==> src/rtl/eeprom_page_writer.sv <==
module eeprom_page_writer #(
  parameter int AW               = 15,
  parameter int OW               = 7,
  parameter int ASET_CYC         = 2,
  parameter int WE_LOW_CYC       = 25,
  parameter int WE_HIGH_CYC      = 13,
  parameter int RD_CYC           = 40,
  parameter int WINDOW_CYC       = 25000,
  parameter int MARGIN_CYC       = 2500,
  parameter int POLL_TIMEOUT_CYC = 2500000
) (
  input  logic          clk,
  input  logic          rst_n,
  input  logic          cmd_valid,
  output logic          cmd_ready,
  input  logic          cmd_write,
  input  logic          cmd_mode,
  input  logic [AW-1:0] cmd_addr,
  input  logic [OW-1:0] cmd_len,
  input  logic          wr_valid,
  output logic          wr_ready,
  input  logic [7:0]    wr_data,
  output logic          rd_valid,
  output logic [7:0]    rd_data,
  output logic          done,
  output logic          timeout_err,
  output logic          ee_ce_n,
  output logic          ee_oe_n,
  output logic          ee_we_n,
  output logic [AW-1:0] ee_addr,
  output logic [7:0]    ee_dq_out,
  output logic          ee_dq_oe,
  input  logic [7:0]    ee_dq_in
);
  localparam int LIMIT = WINDOW_CYC - MARGIN_CYC - ASET_CYC - 1;
  localparam int TMAX  = (WINDOW_CYC > POLL_TIMEOUT_CYC) ? WINDOW_CYC : POLL_TIMEOUT_CYC;
  localparam int TW    = $clog2(TMAX + 2);
  localparam int PW    = $clog2(ASET_CYC + WE_LOW_CYC + WE_HIGH_CYC + RD_CYC + 2);
  localparam logic [TW-1:0] LIMIT_T = TW'(LIMIT);
  localparam logic [TW-1:0] TOUT_T  = TW'(POLL_TIMEOUT_CYC - 1);
  localparam logic [TW-1:0] WIN_T   = TW'(WINDOW_CYC - 1);
  localparam logic [PW-1:0] ASET_T  = PW'(ASET_CYC - 1);
  localparam logic [PW-1:0] WLOW_T  = PW'(WE_LOW_CYC - 1);
  localparam logic [PW-1:0] WHIGH_T = PW'(WE_HIGH_CYC - 1);
  localparam logic [PW-1:0] RD_T    = PW'(RD_CYC - 1);

  typedef enum logic [2:0] {S_IDLE, S_LWAIT, S_ASET, S_WLOW, S_WHIGH, S_PREAD, S_PGAP, S_RD} st_t;
  st_t st;

  logic [AW-1:0] addr_q;
  logic [OW-1:0] left_q;
  logic [7:0]    data_q, samp_q;
  logic          mode_q, loaded_q, prev6_q, have_prev_q, wr_op_q;
  logic [PW-1:0] pcnt;
  logic [TW-1:0] tcnt;
  logic          hit;

  assign cmd_ready = (st == S_IDLE);
  assign wr_ready  = (st == S_LWAIT) && (!loaded_q || tcnt < LIMIT_T);
  assign ee_we_n   = !(st == S_WLOW);
  assign ee_dq_oe  = (st == S_WLOW);
  assign ee_oe_n   = !(st == S_PREAD || st == S_RD);
  assign ee_ce_n   = !(st == S_ASET || st == S_WLOW || st == S_PREAD || st == S_RD);
  assign ee_addr   = addr_q;
  assign ee_dq_out = data_q;
  assign hit = mode_q ? (have_prev_q && samp_q[6] == prev6_q) : (samp_q[7] == data_q[7]);

  always_ff @(posedge clk) begin
    if (!rst_n) begin
      st <= S_IDLE;
      addr_q <= '0;
      left_q <= '0;
      data_q <= '0;
      samp_q <= '0;
      mode_q <= 1'b0;
      loaded_q <= 1'b0;
      prev6_q <= 1'b0;
      have_prev_q <= 1'b0;
      wr_op_q <= 1'b0;
      pcnt <= '0;
      tcnt <= '0;
      rd_valid <= 1'b0;
      rd_data <= '0;
      done <= 1'b0;
      timeout_err <= 1'b0;
    end else begin
      done <= 1'b0;
      timeout_err <= 1'b0;
      rd_valid <= 1'b0;
      pcnt <= pcnt + 1'b1;
      if (st != S_IDLE) tcnt <= tcnt + 1'b1;
      case (st)
        S_IDLE: if (cmd_valid) begin
          addr_q <= cmd_addr;
          left_q <= cmd_len;
          mode_q <= cmd_mode;
          wr_op_q <= cmd_write;
          loaded_q <= 1'b0;
          pcnt <= '0;
          st <= cmd_write ? S_LWAIT : S_RD;
        end
        S_LWAIT: if (wr_valid && wr_ready) begin
          data_q <= wr_data;
          if (loaded_q) addr_q[OW-1:0] <= addr_q[OW-1:0] + 1'b1;
          pcnt <= '0;
          st <= S_ASET;
        end else if (loaded_q && tcnt >= LIMIT_T) begin
          tcnt <= '0;
          pcnt <= '0;
          have_prev_q <= 1'b0;
          st <= S_PREAD;
        end
        S_ASET: if (pcnt == ASET_T) begin
          pcnt <= '0;
          tcnt <= '0;
          loaded_q <= 1'b1;
          st <= S_WLOW;
        end
        S_WLOW: if (pcnt == WLOW_T) begin
          pcnt <= '0;
          st <= S_WHIGH;
        end
        S_WHIGH: if (pcnt == WHIGH_T) begin
          pcnt <= '0;
          if (left_q == '0) begin
            tcnt <= '0;
            have_prev_q <= 1'b0;
            st <= S_PREAD;
          end else begin
            left_q <= left_q - 1'b1;
            st <= S_LWAIT;
          end
        end
        S_PREAD: if (pcnt == RD_T) begin
          samp_q <= ee_dq_in;
          st <= S_PGAP;
        end
        S_PGAP: begin
          prev6_q <= samp_q[6];
          have_prev_q <= 1'b1;
          pcnt <= '0;
          if (hit) begin
            done <= 1'b1;
            st <= S_IDLE;
          end else if (tcnt >= TOUT_T) begin
            timeout_err <= 1'b1;
            st <= S_IDLE;
          end else begin
            st <= S_PREAD;
          end
        end
        S_RD: if (pcnt == RD_T) begin
          rd_data <= ee_dq_in;
          rd_valid <= 1'b1;
          st <= S_IDLE;
        end
        default: st <= S_IDLE;
      endcase
    end
  end

  AST_LOAD_STROBE: assert property (@(posedge clk) disable iff (!rst_n)
    !ee_we_n |-> (!ee_ce_n && ee_oe_n));
  AST_DRIVE_IN_STROBE: assert property (@(posedge clk) disable iff (!rst_n)
    ee_dq_oe |-> !ee_we_n);
  AST_READ_STROBE: assert property (@(posedge clk) disable iff (!rst_n)
    !ee_oe_n |-> (!ee_ce_n && ee_we_n && !ee_dq_oe));
  AST_LOAD_SPACING: assert property (@(posedge clk) disable iff (!rst_n)
    ($fell(ee_we_n) && $past(loaded_q) && $past(st) != S_IDLE) |-> ($past(tcnt) < WIN_T));
  AST_PAGE_FIXED: assert property (@(posedge clk) disable iff (!rst_n)
    (st != S_IDLE && $past(st) != S_IDLE && wr_op_q) |-> $stable(ee_addr[AW-1:OW]));
  AST_END_EXCLUSIVE: assert property (@(posedge clk) disable iff (!rst_n)
    !(done && timeout_err));
endmodule

==> config.mk <==
export PLATFORM = sky130hd
export DESIGN_NAME = eeprom_page_writer
export DESIGN_NICKNAME = d
export VERILOG_FILES = /design/src/rtl/eeprom_page_writer.sv
export SDC_FILE = /design/constraint.sdc
export NUM_CORES = 1
export LEC_CHECK = 0
export ABC_CLOCK_PERIOD_IN_PS = 1900
export BUFFER_PORTS_ARGS = -buffer_cell sky130_fd_sc_hd__buf_2
export CAP_MARGIN = 20
export CELL_PAD_IN_SITES_DETAIL_PLACEMENT = 1
export CELL_PAD_IN_SITES_GLOBAL_PLACEMENT = 1
export CORE_MARGIN = 5
export CORE_UTILIZATION = 32
export CTS_CLUSTER_DIAMETER = 80
export DETAILED_ROUTE_END_ITERATION = 16
export PLACE_DENSITY_LB_ADDON = 0.1
export SLEW_MARGIN = 20
export SYNTH_ARGS = -nofsm -noshare
export SYNTH_HDL_FRONTEND = slang
export SYNTH_SLANG_ARGS = --single-unit
==> constraint.sdc <==
create_clock -name clk -period 1.9 [get_ports clk]
set_input_delay 0.57 -clock clk [delete_from_list [all_inputs] [get_ports clk]]
set_output_delay 0.57 -clock clk [all_outputs]
set_load 0.02 [all_outputs]
# --- Word level (Yosys, flattened, before mapping) ---
# Cells that the tools add are included.
totals:
  regBits: 85
  inputBits: 44
op_classes:
  addsub: 4
  n_lt_le_gt_ge: 3
  eq_ne: 26
  mux: 47
  bitwise: 2
  reduce_logical: 32
ops:
  columns: ["operator", "count"]
  rows:
  - ["$mux 22", 6]
  - ["$mux 7", 12]
  - ["$pmux 22 s3", 1]
  - ["$pmux 7 s6", 1]
  - ["$mux 3", 12]
  - ["$pmux 7 s2", 2]
  - ["$pmux 3 s8", 1]
  - ["$add 22x1->22 const B", 1]
  - ["$ge 22x15->1 const B", 1]
  - ["$ge 22x22->1 const B", 1]
  - ["$lt 22x15->1 const B", 1]
  - ["$add 7x1->7 const B", 2]
  - ["$eq 3x3->1 const B", 4]
  - ["$ne 2x1->1 const B", 6]
  - ["$ne 2x2->1 const B", 6]
  - ["$reduce_and 2->1", 6]
  - ["$mux 1", 10]
  - ["$reduce_and 4->1", 2]
  - ["$eq 7x1->1 const B", 1]
  - ["$eq 7x4->1 const B", 1]
  - ["$eq 7x5->1 const B", 1]
  - ["$eq 7x6->1 const B", 1]
  - ["$logic_not 7->1", 1]
  - ["$reduce_and 7->1", 1]
  - ["17 further kinds", 33]

# --- Longest topological paths before layout ---
logic_depth:
  word_depth: 6
  ltp_mapped: 8

# --- Worst setup path after synthesis ---
# OpenSTA, ideal clock, no wires.
synth_timing:
  path_type: "register to register"
  start: "reg left_q[0]"
  end: "reg left_q[6]"
  arrival_ns: 2.000
  slack_ns: -0.160
  path_stages_with_launch: 9
  path_buffers: 1
  period_less_slack_ns: 2.060
  path_cell_list: "dfxtp_1 -> inv_1 -> ha_1 -> or3b_4 -> or4_4 -> a31oi_4 -> or2_1 -> buf_4 -> o221a_1"
synth_between:
  elab_chain_cells: 4
  word_cells_on_any_way: 7
  classes_between: "add/sub: 1; eq/ne: 1; mux: 3; reduce/logical: 2"
synth_lines:
  columns: ["element", "line_no", "rtl"]
  rows:
  - ["from (decl)", "51", "logic [OW-1:0] left_q;"]
  - ["from (signal assigned)", "95", "left_q <= cmd_len;"]
  - ["from (signal assigned)", "130", "left_q <= left_q - 1'b1;"]
  - ["$sub 7x1->7", "130", null]
  - ["$mux 7", "125", "if (left_q == '0) begin"]
  - ["$mux 7", "123", "S_WHIGH: if (pcnt == WHIGH_T) begin"]
  - ["$pmux 7 s2", "92", "case (st)"]
# Parallel ways exist; a longest one is shown, timed or not. The select of a mux whose other input is x is not followed.
# A chain may end at the register's enable or synchronous reset.

# --- Worst setup path after layout ---
layout_timing:
  start: "reg tcnt[15]"
  end: "out wr_ready"
layout_between:
  elab_chain_cells: 3
layout_lines:
  columns: ["element", "line_no", "rtl"]
  rows:
  - ["from (decl)", "55", "logic [TW-1:0] tcnt;"]
  - ["from (signal assigned)", "91", "if (st != S_IDLE) tcnt <= tcnt + 1'b1;"]
  - ["$lt 22x15->1", "59", "assign wr_ready = (st == S_LWAIT) && (!loaded_q || tcnt < LIMIT_T);"]
  - ["$logic_or 1x1->1", "59", null]
  - ["$logic_and 1x1->1", "59", null]
  - ["to (decl)", "21", "output logic wr_ready,"]
# No other way between the ends.

==> summary.md <==
| Metric | Value |
|---|---|
| Area contributors post-synth | `dfxtp_1 (38%), nand2_1 (4.7%), mux2i_1 (4.6%)` |
| Final setup viols | `57` |
| Filler instances | `1454` |
| Fin Setup TNS | `-6.00 ns` |
| Post-synthesis sequential area ratio | `between 30% and 40%` |
| Post-DP Area | `5370 µm²` |
| Final Wtd Congestion | `0.819` |
| CTS tree | `yes` |
| WL/cell | `~18 µm` |
| Unrepaired setup endpoints after global routing | `yes` |
| Yosys warns | `0` |
| Initial DRC count | `about 150` |
| Cell Area, Synth | `~4100 µm²` |
| First-pass GRT wire length | `between 20000 and 25000 µm` |
| Largest net degree at the start of global routing | `52` |
| Commonest non-fill, non-tap cell in the layout | `buf_4` |
| GR Util All Layers | `between 10% and 20%` |
| Clock Skews | `approximately 0.0069 ns` |
| Vias | `roughly 4400` |
| Peak VDD IR | `roughly 0.0006 V` |
| Slowest stage cell on the critical path | `dfxtp_2` |
| Ant. Diodes | `0` |
| Initial antenna violation count | `0` |
| CP Data Required Time | `about 1.3 ns` |
| Final ANT Viol Nets | `0` |
| Layout cell share with drive strength beyond 1 | `between 50% and 60%` |
| CTS Buffer Depth | `2` |
| Cells after Synth | `481` |
| # rows | `41` |
| Die area | `between 15000 and 20000 µm²` |
| Critical path arrival | `1.69 ns` |
| Main synth FF type | `dfxtp_1` |
| Count of flip-flops with a built-in enable after synthesis | `0` |
| Power Density | `roughly 1200 nW/µm²` |
| Most frequent cells in the layout | `buf_4 (109), buf_2 (77), dfxtp_1 (60)` |
| Cell taking the most area after synthesis | `dfxtp_1` |
| Nets | `between 700 and 800` |
| Post-route setup slack | `-0.360 ns` |
| Ys async rst share | `0%` |
| Slowest cell delay on critical path | `about 0.33 ns` |
| Layout area overhead | `62.9%` |
| Startpoint Class | `register` |
| Hold Vio Cnt, Final | `0` |
| Crit-path cells | `nor4_4 > o211ai_2 > a211o_1 > inv_2 > buf_6` |
| Finished layout cell area | `around 6800 µm²` |
| Netlist cell types | `73` |
| Slew Viols, Final | `0` |
| Clock sink count | `about 80` |
| Max-cap viol count | `0` |
| Number of global-route vias before repair | `4594` |
| Synthesized area per cell | `between 8 and 9 µm²` |
| Part of the cycle the worst path needs | `119%` |
| I/O pin total | `84` |
| Gr ovfl total | `0` |
| PortBufs | `83` |
| CP Class | `register to output port` |
| CTS Root Cell | `clkbuf_16` |
| Worst hold slack | `around 0.45 ns` |
| CTS H-Tree Depth | `3` |
| Buf/Inv on CP | `2` |
| Min Tclk post-route | `2.26 ns` |
| Worst-path clk slew | `~0.070 ns` |
| Failing checks | `setup timing` |
| CTS Buf Count | `9` |
| Initial core utilization | `32.7%` |
| Max frequency | `about 440 MHz` |
| Vias per cell | `between 5 and 6` |
| DR DRC count | `0` |
| Worst-Skew Late Latency | `0.35 ns` |
| Worst slew margin | `71.9%` |
| Die H | `124 µm` |
| Post-synth top area share | `a little under two fifths` |
| Die width | `~120 µm` |
| DP Wirelength | `~10000 µm` |
| Critical Path Sink Type | `output port` |
| Router iterations before antenna repair | `4` |
| Worst-Margin Slew | `~0.42 ns` |
| Core Region | `12700 µm²` |
| Hold/Removal Path Class | `input pin to register` |
| Max FO, Critical Path | `2` |
| Top Family by Delay on Critical Path | `compound AO/OA/AOI/OAI gates` |
| #FFs+latches synth | `between 70 and 80` |
| Routed WL | `around 15000 µm` |
| Final Core Density | `~53%` |
| Post-CTS Hold Buffers | `0` |
| Leak | `~2.8 nW` |
| Post-synth net total | `~530` |
| Status | `finished with violations` |
| Place WS | `-0.238 ns` |
cell type report:
cell class              count  area, µm²  area share, %
clock buffers              10        229           3.39
well taps                 172        215           3.18
repair buffers            219       1710           25.3
multi-input cells         353       2860           42.3
clock inverters             6       45.0          0.667
inverters                  21       88.8           1.31
flip-flops and latches     79       1610           23.8
cell families after synthesis:
logic type	Yosys count	share of synthesized area [%]
compound gates	109	20.7
xor+xnor	25	5.28
fa+ha+maj	8	2.41
buf+inv	49	4.95
flops	79	38.1
mux	19	4.58
simple gates	192	24.0
Yosys cell counts, types with 12 or more instances:
master,instances
nand2_1,52
dfxtp_1,79
inv_1,19
xnor2_1,13
clkbuf_1,17
mux2i_1,19
nor3_1,25
a21oi_1,27
nor2_1,46
a211oi_1,21
xor2_1,12
nand3_1,17
registers in the layout, summed over array words and instances (netlist names):
signal / count
pcnt: 7
samp_q: 2
have_prev_q: 1
timeout_err: 1
st: 3
rd_data: 8
prev6_q: 1
loaded_q: 1
mode_q: 1
ee_dq_out: 8
done: 1
ee_addr: 15
tcnt: 22
left_q: 7
rd_valid: 1
final timing paths:
path	cells after the start	end	slack, ns	from
worst max-delay path	5	wr_ready	-0.36	tcnt[15]$_SDFF_PN0_
worst min-delay path	3	rd_data[4]$_SDFFE_PN0P_	0.45	ee_dq_in[4]
worst max register to register	7	left_q[6]$_SDFFE_PN0P_	-0.20	left_q[0]$_SDFFE_PN0P_
worst min register to register	2	ee_addr[10]$_SDFFE_PN0P_	0.46	ee_addr[10]$_SDFFE_PN0P_
routing by layer:
layer  share of wire (%)  vias to the layer above  GRT usage [%]
li1                    -                     2142              -
met1                  44                     2150           25.1
met2                  50                       82           32.8
met3                 3.9                       24           4.27
met4                 2.0                        0           6.30
met5                   0                        -              0
stage by stage:
stage | instances | total power, mW
CTS | 843 | 7.89
finish | 860 | 8.38
global route | 860 | 8.86
floorplan | 481 | 3.67
global placement | 796 | 4.83
detailed placement | 796 | 4.89
worst reg2reg max path, delay by kind of cell, from the launching register on:
kind	cells	cell delay, ns
and+or+nand+nor	3	1.08
AOI/OAI and AO/OA	2	0.45
DFF	1	0.33
adders and majority gates	1	0.13
buffers and inverters	1	0.06
report_power, final:
part / total [mW] / internal (mW) / switching [mW] / leakage, nW
Combinational: 4.68 / 2.35 / 2.32 / 2.07
Clock: 1.65 / 0.893 / 0.761 / 0.126
Sequential: 2.05 / 1.87 / 0.177 / 0.650
Total: 8.38 / 5.12 / 3.26 / 2.84
repair_timing:
item	4_1_cts	5_1_grt
buffers inserted	26	21
resized for setup	98	59
cloned	5	0
pin swaps	38	27
setup endpoints to repair	53	63
(Power assumes the default switching activity.)
